--- src/rtl/fpm_pkg.sv ---
package fpm_pkg;
   typedef enum logic [2:0] {
      ST_IDLE, ST_PRE, ST_ACT, ST_CAS, ST_CPRE, ST_RCAS, ST_RRAS
   } fpm_state_e;

   typedef enum logic [1:0] {
      NX_IDLE, NX_ACT, NX_REF
   } fpm_next_e;

   function automatic int fpm_max(input int a, input int b);
      return (a > b) ? a : b;
   endfunction
endpackage

--- src/rtl/fpm_ref_timer.sv ---
module fpm_ref_timer #(
   parameter int PERIOD = 1560
) (
   input  logic clk,
   input  logic rst_n,
   input  logic ack,
   output logic pend
);
   localparam int PW = (PERIOD > 1) ? $clog2(PERIOD) : 1;

   logic [PW-1:0] tick;

   always_ff @(posedge clk) begin
      if (!rst_n) begin
         tick <= '0;
         pend <= 1'b0;
      end else begin
         if (tick == PW'(PERIOD - 1)) begin
            tick <= '0;
            pend <= 1'b1;
         end else begin
            tick <= tick + 1'b1;
            if (ack) pend <= 1'b0;
         end
      end
   end

   // the sequencer only acknowledges a request that is outstanding
   p_ack_pending_r7 : assert property (@(posedge clk) disable iff (!rst_n)
      ack |-> pend);
endmodule

--- src/rtl/fpm_page_tracker.sv ---
module fpm_page_tracker #(
   parameter int AW    = 11,
   parameter int BANKS = 2,
   parameter int BW    = 1
) (
   input  logic          clk,
   input  logic          rst_n,
   input  logic          open_set,
   input  logic          close_row,
   input  logic [BW-1:0] set_bank,
   input  logic [AW-1:0] set_row,
   input  logic [BW-1:0] q_bank,
   input  logic [AW-1:0] q_row,
   output logic          is_open,
   output logic [BW-1:0] open_bank,
   output logic          hit
);
   logic [AW-1:0] open_row;

   always_ff @(posedge clk) begin
      if (!rst_n) begin
         is_open   <= 1'b0;
         open_bank <= '0;
         open_row  <= '0;
      end else if (open_set) begin
         is_open   <= 1'b1;
         open_bank <= set_bank;
         open_row  <= set_row;
      end else if (close_row) begin
         is_open   <= 1'b0;
      end
   end

   generate
      if (BANKS > 1) begin : g_multi
         assign hit = is_open && (open_bank == q_bank) && (open_row == q_row);
      end else begin : g_single
         assign hit = is_open && (open_row == q_row);
      end
   endgenerate

   // a new row is only opened after the previous one has been closed
   p_open_from_closed_r4 : assert property (@(posedge clk) disable iff (!rst_n)
      open_set |-> !is_open);
endmodule

--- src/rtl/fpm_sequencer.sv ---
module fpm_sequencer
   import fpm_pkg::*;
#(
   parameter int AW    = 11,
   parameter int DW    = 32,
   parameter int BANKS = 2,
   parameter int BW    = 1,
   parameter int T_RP  = 3,
   parameter int T_RCD = 2,
   parameter int T_CAS = 2,
   parameter int T_CP  = 1,
   parameter int T_CSR = 1,
   parameter int T_RAS = 5
) (
   input  logic             clk,
   input  logic             rst_n,
   input  logic             req_valid,
   input  logic             req_write,
   input  logic [BW-1:0]    req_bank,
   input  logic [AW-1:0]    req_row,
   input  logic [AW-1:0]    req_col,
   input  logic [DW-1:0]    req_wdata,
   output logic             req_ready,
   input  logic             ref_pend,
   output logic             ref_ack,
   input  logic             trk_open,
   input  logic             trk_hit,
   input  logic [BW-1:0]    trk_bank,
   output logic             open_set,
   output logic             close_row,
   output logic [BW-1:0]    set_bank,
   output logic [AW-1:0]    set_row,
   output logic             rd_valid,
   output logic [DW-1:0]    rd_data,
   output logic [BANKS-1:0] ras_n,
   output logic             cas_n,
   output logic             we_n,
   output logic             oe_n,
   output logic [AW-1:0]    addr,
   output logic [DW-1:0]    dq_out,
   output logic             dq_oe,
   input  logic [DW-1:0]    dq_in
);
   localparam int TMAX = fpm_max(fpm_max(fpm_max(T_RP, T_RCD), fpm_max(T_CAS, T_CP)),
                                 fpm_max(T_CSR, T_RAS));
   localparam int CW   = $clog2(TMAX + 1);

   fpm_state_e    state;
   fpm_next_e     nxt;
   logic [CW-1:0] cnt;
   logic          last;
   logic          accept;
   logic          lat_wr;
   logic [BW-1:0] lat_bank;
   logic [AW-1:0] lat_row;
   logic [AW-1:0] lat_col;
   logic [DW-1:0] lat_wdata;

   assign last      = (cnt == '0);
   assign req_ready = (state == ST_IDLE) && !ref_pend;
   assign accept    = req_ready && req_valid;

   assign ref_ack   = ((state == ST_IDLE) && ref_pend && !trk_open) ||
                      ((state == ST_PRE) && last && (nxt == NX_REF));
   assign open_set  = (accept && !trk_hit && !trk_open) ||
                      ((state == ST_PRE) && last && (nxt == NX_ACT));
   assign close_row = (state == ST_IDLE) && trk_open &&
                      (ref_pend || (req_valid && !trk_hit));
   assign set_bank  = (state == ST_IDLE) ? req_bank : lat_bank;
   assign set_row   = (state == ST_IDLE) ? req_row  : lat_row;

   always_ff @(posedge clk) begin
      if (!rst_n) begin
         state     <= ST_IDLE;
         nxt       <= NX_IDLE;
         cnt       <= '0;
         lat_wr    <= 1'b0;
         lat_bank  <= '0;
         lat_row   <= '0;
         lat_col   <= '0;
         lat_wdata <= '0;
         rd_valid  <= 1'b0;
         rd_data   <= '0;
      end else begin
         rd_valid <= 1'b0;
         if (state == ST_IDLE) begin
            if (ref_pend) begin
               if (trk_open) begin
                  state <= ST_PRE;
                  nxt   <= NX_REF;
                  cnt   <= CW'(T_RP - 1);
               end else begin
                  state <= ST_RCAS;
                  cnt   <= CW'(T_CSR - 1);
               end
            end else if (req_valid) begin
               lat_wr    <= req_write;
               lat_bank  <= req_bank;
               lat_row   <= req_row;
               lat_col   <= req_col;
               lat_wdata <= req_wdata;
               if (trk_hit) begin
                  state <= ST_CAS;
                  cnt   <= CW'(T_CAS - 1);
               end else if (trk_open) begin
                  state <= ST_PRE;
                  nxt   <= NX_ACT;
                  cnt   <= CW'(T_RP - 1);
               end else begin
                  state <= ST_ACT;
                  cnt   <= CW'(T_RCD - 1);
               end
            end
         end else if (!last) begin
            cnt <= cnt - 1'b1;
         end else begin
            unique case (state)
               ST_PRE: begin
                  unique case (nxt)
                     NX_ACT: begin
                        state <= ST_ACT;
                        cnt   <= CW'(T_RCD - 1);
                     end
                     NX_REF: begin
                        state <= ST_RCAS;
                        cnt   <= CW'(T_CSR - 1);
                     end
                     default: state <= ST_IDLE;
                  endcase
               end
               ST_ACT: begin
                  state <= ST_CAS;
                  cnt   <= CW'(T_CAS - 1);
               end
               ST_CAS: begin
                  state <= ST_CPRE;
                  cnt   <= CW'(T_CP - 1);
                  if (!lat_wr) begin
                     rd_valid <= 1'b1;
                     rd_data  <= dq_in;
                  end
               end
               ST_CPRE: state <= ST_IDLE;
               ST_RCAS: begin
                  state <= ST_RRAS;
                  cnt   <= CW'(T_RAS - 1);
               end
               ST_RRAS: begin
                  state <= ST_PRE;
                  nxt   <= NX_IDLE;
                  cnt   <= CW'(T_RP - 1);
               end
               default: state <= ST_IDLE;
            endcase
         end
      end
   end

   generate
      for (genvar b = 0; b < BANKS; b++) begin : g_ras
         assign ras_n[b] = ~((trk_open && (trk_bank == BW'(b))) || (state == ST_RRAS));
      end
   endgenerate

   assign cas_n  = ~((state == ST_CAS) || (state == ST_RCAS) || (state == ST_RRAS));
   assign we_n   = ~((state == ST_CAS) && lat_wr);
   assign oe_n   = ~((state == ST_CAS) && !lat_wr);
   assign dq_oe  = (state == ST_CAS) && lat_wr;
   assign dq_out = lat_wdata;
   assign addr   = (state == ST_ACT) ? lat_row : lat_col;

   p_ready_blocked_r9 : assert property (@(posedge clk) disable iff (!rst_n)
      ref_pend |-> !req_ready);
   p_hit_keeps_row_r3 : assert property (@(posedge clk) disable iff (!rst_n)
      (accept && trk_hit) |=> $stable(ras_n));
   p_one_bank_r6 : assert property (@(posedge clk) disable iff (!rst_n)
      (state != ST_RRAS) |-> $onehot0(~ras_n));
   p_refresh_no_write_r8 : assert property (@(posedge clk) disable iff (!rst_n)
      (!cas_n && (&ras_n)) |-> we_n);
   p_rd_pulse_r5 : assert property (@(posedge clk) disable iff (!rst_n)
      rd_valid |=> !rd_valid);
endmodule

--- src/rtl/fpm_dram_ctrl.sv ---
module fpm_dram_ctrl #(
   parameter int AW         = 11,
   parameter int DW         = 32,
   parameter int BANKS      = 2,
   parameter int T_RP       = 3,
   parameter int T_RCD      = 2,
   parameter int T_CAS      = 2,
   parameter int T_CP       = 1,
   parameter int T_CSR      = 1,
   parameter int T_RAS      = 5,
   parameter int REF_PERIOD = 1560,
   localparam int BW        = (BANKS > 1) ? $clog2(BANKS) : 1
) (
   input  logic             clk,
   input  logic             rst_n,
   input  logic             req_valid,
   output logic             req_ready,
   input  logic             req_write,
   input  logic [BW-1:0]    req_bank,
   input  logic [AW-1:0]    req_row,
   input  logic [AW-1:0]    req_col,
   input  logic [DW-1:0]    req_wdata,
   output logic             rd_valid,
   output logic [DW-1:0]    rd_data,
   output logic [BANKS-1:0] dram_ras_n,
   output logic             dram_cas_n,
   output logic             dram_we_n,
   output logic             dram_oe_n,
   output logic [AW-1:0]    dram_addr,
   output logic [DW-1:0]    dram_dq_out,
   output logic             dram_dq_oe,
   input  logic [DW-1:0]    dram_dq_in
);
   localparam int WORST = 2 * T_RP + T_RCD + T_CAS + T_CP + T_CSR + T_RAS;

   generate
      if (T_RP < 1 || T_RCD < 1 || T_CAS < 1 || T_CP < 1 || T_CSR < 1 || T_RAS < 1) begin : g_bad_timing
         $error("fpm_dram_ctrl: every timing count must be at least one cycle");
      end
      if (REF_PERIOD <= WORST) begin : g_bad_period
         $error("fpm_dram_ctrl: refresh period too short for one access plus one refresh");
      end
      if (BANKS < 1 || AW < 1 || DW < 1) begin : g_bad_shape
         $error("fpm_dram_ctrl: bank count and bus widths must be positive");
      end
   endgenerate

   logic          ref_pend;
   logic          ref_ack;
   logic          trk_open;
   logic          trk_hit;
   logic [BW-1:0] trk_bank;
   logic          open_set;
   logic          close_row;
   logic [BW-1:0] set_bank;
   logic [AW-1:0] set_row;

   fpm_ref_timer #(.PERIOD(REF_PERIOD)) timer_i (
      .clk  (clk),
      .rst_n(rst_n),
      .ack  (ref_ack),
      .pend (ref_pend)
   );

   fpm_page_tracker #(.AW(AW), .BANKS(BANKS), .BW(BW)) tracker_i (
      .clk      (clk),
      .rst_n    (rst_n),
      .open_set (open_set),
      .close_row(close_row),
      .set_bank (set_bank),
      .set_row  (set_row),
      .q_bank   (req_bank),
      .q_row    (req_row),
      .is_open  (trk_open),
      .open_bank(trk_bank),
      .hit      (trk_hit)
   );

   fpm_sequencer #(
      .AW(AW), .DW(DW), .BANKS(BANKS), .BW(BW),
      .T_RP(T_RP), .T_RCD(T_RCD), .T_CAS(T_CAS), .T_CP(T_CP),
      .T_CSR(T_CSR), .T_RAS(T_RAS)
   ) seq_i (
      .clk      (clk),
      .rst_n    (rst_n),
      .req_valid(req_valid),
      .req_write(req_write),
      .req_bank (req_bank),
      .req_row  (req_row),
      .req_col  (req_col),
      .req_wdata(req_wdata),
      .req_ready(req_ready),
      .ref_pend (ref_pend),
      .ref_ack  (ref_ack),
      .trk_open (trk_open),
      .trk_hit  (trk_hit),
      .trk_bank (trk_bank),
      .open_set (open_set),
      .close_row(close_row),
      .set_bank (set_bank),
      .set_row  (set_row),
      .rd_valid (rd_valid),
      .rd_data  (rd_data),
      .ras_n    (dram_ras_n),
      .cas_n    (dram_cas_n),
      .we_n     (dram_we_n),
      .oe_n     (dram_oe_n),
      .addr     (dram_addr),
      .dq_out   (dram_dq_out),
      .dq_oe    (dram_dq_oe),
      .dq_in    (dram_dq_in)
   );
endmodule

--- config.mk ---
export PLATFORM = sky130hd
export DESIGN_NAME = fpm_dram_ctrl
export DESIGN_NICKNAME = d
export VERILOG_FILES = /design/src/rtl/fpm_pkg.sv /design/src/rtl/fpm_ref_timer.sv /design/src/rtl/fpm_page_tracker.sv /design/src/rtl/fpm_sequencer.sv /design/src/rtl/fpm_dram_ctrl.sv
export SDC_FILE = /design/constraint.sdc
export NUM_CORES = 1
export LEC_CHECK = 0
export BUFFER_PORTS_ARGS = -buffer_cell sky130_fd_sc_hd__buf_2
export CAP_MARGIN = 20
export CELL_PAD_IN_SITES_DETAIL_PLACEMENT = 1
export CELL_PAD_IN_SITES_GLOBAL_PLACEMENT = 2
export CORE_MARGIN = 1
export CORE_UTILIZATION = 29
export DETAILED_ROUTE_END_ITERATION = 8
export PLACE_DENSITY_LB_ADDON = 0.1
export SYNTH_ARGS = -nofsm -noshare
export SYNTH_HDL_FRONTEND = slang
export SYNTH_SLANG_ARGS = --single-unit
--- constraint.sdc ---
create_clock -name clk -period 3.2 [get_ports clk]
set_input_delay 0.96 -clock clk [delete_from_list [all_inputs] [get_ports clk]]
set_output_delay 0.96 -clock clk [all_outputs]
set_load 0.05 [all_outputs]
After elaboration in Yosys (flattened, before gate mapping)
Cells that the tools add are included.
W data, S select, Z words.
Cells by class
  bitwise gates (word level): 12
  mux-type cells: 34
  add/sub/neg operators: 2
  eq/ne operators: 15
  reductions and logical operators: 42
Operators by type and width (count)
  $mux W3: 11
  $pmux W3 S5: 2
  $mux W11: 2
  $mux W2: 11
  $logic_and A1 B1 Y1: 18
  $not A1 Y1: 12
  $pmux W3 S2: 2
  $add A11 B1 Y11 const B: 1
  $eq A11 B11 Y1: 1
  $eq A11 B11 Y1 const B: 1
  $reduce_bool A2 Y1: 4
  $logic_or A1 B1 Y1: 7
  $ne A7 B7 Y1 const B: 1
  $eq A3 B2 Y1 const B: 2
  $eq A3 B3 Y1 const B: 2
  $logic_not A3 Y1: 2
  $mux W1: 6
  $ne A3 B3 Y1 const B: 2
  $reduce_and A3 Y1: 2
  $ne A5 B5 Y1 const B: 1
  $reduce_and A5 Y1: 1
  $logic_not A1 Y1: 4
  $reduce_and A4 Y1: 1
  $reduce_or A4 Y1: 1
  8 further kinds: 8
Word-level totals
  register bits after elaboration: 122
  bits of input ports: 91
  logic and storage cells: 120
  output and inout bits: 83

Logic depth before layout (Yosys ltp)
  depth after elaboration: 9
  gate-level depth with buffers: 8
  gate-level depth less buffers: 7

Hierarchy
A second synthesis with hierarchy kept.
Unflattened totals
  cell total of the unflattened synthesis: 667
  area, all modules: 5527.8 µm²
Modules (own cells, without submodules)
  fpm_sequencer: instances 1, sequential area each 1941.9 µm², cells each 550, area each 4336.7 µm²
  fpm_page_tracker: instances 1, sequential area each 260.2 µm², cells each 59, area each 634.4 µm²
  fpm_ref_timer: instances 1, sequential area each 240.2 µm², cells each 58, area each 556.8 µm²

Least setup slack after synthesis
OpenSTA, ideal clock, no wires.
  path type: reg2out
  start: register seq_i.state[2]
  end: output port dram_cas_n
  data required time: 2240 ps
  cell stages (with the launch flop): 5
  arrival time: 1582 ps
  setup slack: 658 ps
  buffers on the path: 2
  cells stage by stage: dfxtp_1 buf_6 clkbuf_1 nor2_1 a21oi_1
On the way
  cells in the longest elaborated chain, start to end: 4
  elaborated cells on any way between the ends: 6
  those cells by class: 3 x eq/ne; 1 x bitwise; 2 x reduce/logical
Ends and longest elaborated chain
  from (decl): line fpm_sequencer.sv:48  | fpm_state_e state;
  from (signal assigned): line fpm_sequencer.sv:74  | state <= ST_IDLE;
  from (signal assigned): line fpm_sequencer.sv:89  | state <= ST_PRE;
  from (signal assigned): line fpm_sequencer.sv:93  | state <= ST_RCAS;
  $eq A3 B2 Y1 / $eq A3 B3 Y1 (equally long branches): line fpm_sequencer.sv:165  | assign cas_n = ~((state == ST_CAS) || (state == ST_RCAS) || (state == ST_RRAS));
  $logic_or A1 B1 Y1: line fpm_sequencer.sv:165
  $logic_or A1 B1 Y1 *: line fpm_sequencer.sv:165
  $not A1 Y1 *: line fpm_sequencer.sv:165
  to (decl): line fpm_dram_ctrl.sv:26  | output logic dram_cas_n,
Every way passes the cells marked *; elsewhere a longest branch is shown, timed or not.

Worst setup path in the final report
  start: register seq_i.state[0]
  end: output port dram_addr[5]
On the way
  cells in the longest elaborated chain, start to end: 2
Ends and longest elaborated chain
  $eq A3 B2 Y1: line fpm_sequencer.sv:170  | assign addr = (state == ST_ACT) ? lat_row : lat_col;
  $mux W11: line fpm_sequencer.sv:170
  to (decl): line fpm_dram_ctrl.sv:29  | output logic [AW-1:0] dram_addr,
Every way passes these cells.

==> results.sh <==
export IMPL_clockBufferDepth=2
export IMPL_start_kind="register"
export IMPL_leakagePower_nw=3.124
export IMPL_setup_violations=0
export IMPL_drt_antenna_violating_nets=0
export IMPL_fmax_mhz=335.9
export IMPL_synth_edf_count=0
export IMPL_cp_required_ns=2.24
export IMPL_dominantRegCellSynth="dfxtp_1"
export IMPL_area_growth_pct=30.99
export IMPL_met2_usage=0.2845
export IMPL_cts_tree="yes"
export IMPL_avgViaCountPerCell=4.752
export IMPL_drive_above_1_share=0.2893
export IMPL_vdd_ir_drop_max_mv=0.3991
export IMPL_avgSynthCellArea_um2=8.545
export IMPL_hold_path_class="register to register"
export IMPL_hold_viol_final=0
export IMPL_row_count=49
export IMPL_core_mm2=0.01802
export IMPL_final_nets=880
export IMPL_power_density_mw_per_mm2=872.9
export IMPL_die_width_um=137.8
export IMPL_fin_area_mm2=0.007007
export IMPL_yosys_register_bits=122
export IMPL_drtIter0Drc=188
export IMPL_worst_path_max_fanout=18
export IMPL_wl_per_cell_um=15.21
export IMPL_initial_core_util=0.2968
export IMPL_htree_levels=4
export IMPL_cp_data_arrival_time_ns=2.02
export IMPL_grt_pass1_vias=4960
export IMPL_seq_area_frac_synth=0.4566
export IMPL_clkLatencyLatePin_ns=0.41
export IMPL_max_slew_margin_rel=0.5178
export IMPL_rsz0062_at_grt="false"
export IMPL_fin_util=0.3887
export IMPL_grt_met1_usage=0.1980
export IMPL_die_area_mm2=0.01899
export IMPL_tns_ns=0
export IMPL_root_buffer="clkbuf_16"
export IMPL_worst_setup_path_end_kind="primary output"
export IMPL_fin_skew_ns=0.01171
export IMPL_antenna_found_initial=3
export IMPL_synth_cell_area_mm2=0.005349
export IMPL_cp_slowest_cell="dfxtp_1"
export IMPL_port_buffers=173
export IMPL_clkTransAtPathRegs_ns=0.05
export IMPL_grt_overflow_total=0
export IMPL_grt_busiest_layer="met2"
export IMPL_drc=0
export IMPL_finalCritPeriodShare=0.9302
export IMPL_cts_sinks=122
export IMPL_grt_pass1_wl_um=24740
export IMPL_synth_cell_types=44
export IMPL_async_flop_share=0
export IMPL_path_cells="nor3_2 > buf_4 > mux2_2 > buf_2"
export IMPL_gr_usage_met3=0.06586
export IMPL_syn_num_nets=720
export IMPL_postPlaceCellArea_mm2=0.006397
export IMPL_status="finished, final reports clean"
export IMPL_dr_pass1_iters=4
export IMPL_drv_cap=0
export IMPL_die_h_um=137.8
export IMPL_cts_buffers=17
export IMPL_grt_start_max_net_pins=57
export IMPL_critPathMaxStageDelay_ns=0.53
export IMPL_gp_congestion=0.7529
export IMPL_final_min_clock_period_ns=2.977
export IMPL_worst_pin_slew_ns=0.7166
export IMPL_synthCells=626
export IMPL_track_usage=0.1700
export IMPL_wl_um=15610
export IMPL_yosys_warnings=0
export IMPL_maxSlewViolCount=0
export IMPL_routed_via_count=4876
export IMPL_ios=174
export IMPL_dpl_hpwl_um=10910
export IMPL_path_class="register to primary output"
-- layout make-up --
| type | count | area (um^2) |
|---|---|---|
| multi-input combinational | 455 | 2668 |
| sequential | 122 | 2444 |
| inverter | 8 | 30.03 |
| antenna | 2 | 5.005 |
| clock buffer | 20 | 456.7 |
| clock inverter | 8 | 146.4 |
| fill | 2194 | 11020 |
| timing repair buffer | 182 | 970.9 |
| tap | 229 | 286.5 |
-- per-stage QoR --
| step | cells | power, mW | hold WS, ns | worst slack, ns |
|---|---|---|---|---|
| 2_1_floorplan | 626 | 3.639 | 0.4176 | 0.6580 |
| 3_3_place_gp | 996 | 4.116 | 0.4325 | 0.6000 |
| 3_5_place_dp | 996 | 4.177 | 0.4451 | 0.5355 |
| 4_1_cts | 1024 | 6.224 | 0.4547 | 0.07098 |
| 5_1_grt | 1025 | 6.492 | 0.4651 | 0.07896 |
| 6_report | 1026 | 6.116 | 0.4483 | 0.2232 |
-- report_power, final --
group / leakage [nW] / switching (mW) / internal (mW) / total (mW)
logic: 1.84 / 1.46 / 0.693 / 2.15
clock network: 0.294 / 0.672 / 1.32 / 2.00
registers: 0.995 / 0.205 / 1.76 / 1.97
total: 3.12 / 2.34 / 3.78 / 6.12
-- cells in the mapped netlist (all sizes together) (2+ instances only) --
cell type / n / area, um^2
nor4: 4 / 40.04
a21boi: 89 / 668.1
o221ai: 2 / 17.52
buf: 22 / 148.9
nand2b: 6 / 37.54
xor2: 8 / 70.07
or4: 2 / 15.01
a31oi: 3 / 18.77
ha: 3 / 37.54
nor2: 20 / 77.58
or3: 3 / 18.77
o22ai: 2 / 26.28
clkbuf: 19 / 71.32
inv: 8 / 30.03
dfxtp: 122 / 2442
mux2i: 14 / 140.1
nand3: 5 / 25.02
and2: 4 / 25.02
mux2: 11 / 123.9
nand2: 205 / 772.0
o21a: 2 / 15.01
nor4b: 2 / 17.52
a21oi: 9 / 45.04
o211a: 13 / 130.1
nand4: 4 / 25.02
xnor2: 14 / 122.6
o21ai: 10 / 50.05
and3: 2 / 12.51
nor2b: 3 / 18.77
nor3: 7 / 35.03
o211ai: 2 / 15.01
-- cell families after synthesis --
logic type | after synthesis | share of synthesized area
and+or+nand+nor | 268 | 0.2110
buffers and inverters | 49 | 0.04678
AOI/OAI and AO/OA | 137 | 0.1932
muxes | 25 | 0.04936
adders and majority gates | 3 | 0.007018
xor gates and xnor gates | 22 | 0.03602
DFF | 122 | 0.4566
-- worst max-delay path: cells and delay by family, from the launching register on --
family                 cells  cell delay (ns)
multiplexers               1             0.37
AND/OR/NAND/NOR            1             0.24
flip-flops                 1             0.53
buffers and inverters      2             0.47
-- path summary, 6_finish.rpt --
kind	from	endpoint	cells past startpoint	slack, ns
max reg2reg	seq_i.state[0]	tracker_i.open_row[0]	5	0.67
min reg2reg	timer_i.tick[0]	timer_i.tick[0]	1	0.45
max	seq_i.state[0]	dram_addr[5]	4	0.22
min	timer_i.tick[0]	timer_i.tick[0]	1	0.45
-- repair_timing --
item | in CTS | in global routing
endpoints found under the setup margin | 0 | 11
resized for setup | 0 | 1
setup buffers | 0 | 0
hold buffers | 0 | 0
-- layout by cell type (no fill, tap or decap), drive strengths merged, types with 2 or more instances in the layout --
cell,netlist,routed
ha,3,3
nor4,4,4
a21oi,9,9
nor2,20,20
o21a,2,2
bufinv,0,4
o211a,13,13
clkbuf,19,20
clkinv,0,3
nand2,205,205
and3,2,2
o221ai,2,2
mux2i,14,14
xor2,8,8
a21boi,89,89
buf,22,182
and2,4,4
o21ai,10,10
nand4,4,4
diode,0,2
nor4b,2,2
inv,8,8
or3,3,3
xnor2,14,14
mux2,11,11
nor2b,3,3
nor3,7,7
o22ai,2,2
nand3,5,5
a31oi,3,3
nand2b,6,6
dfxtp,122,122
o211ai,2,2
or4,2,2
-- state kept, by name (all words and copies together) (netlist names) --
name,flops
seq_i.lat_row,11
seq_i.lat_wr,1
seq_i.cnt,3
tracker_i.open_row,11
tracker_i.is_open,1
seq_i.lat_col,11
seq_i.lat_bank,1
seq_i.rd_valid,1
seq_i.rd_data,32
seq_i.dq_out,32
tracker_i.open_bank,1
seq_i.state,3
seq_i.nxt,2
timer_i.pend,1
timer_i.tick,11
-- layer usage --
layer | vias to the layer above | wire length (um) | share of wire
li1 | 2413 | - | -
met1 | 2334 | 6786 | 0.43
met2 | 113 | 7558 | 0.48
met3 | 16 | 1002 | 0.064
met4 | 0 | 261 | 0.017
met5 | - | 0 | 0
Power figures use the tool's default switching activity.
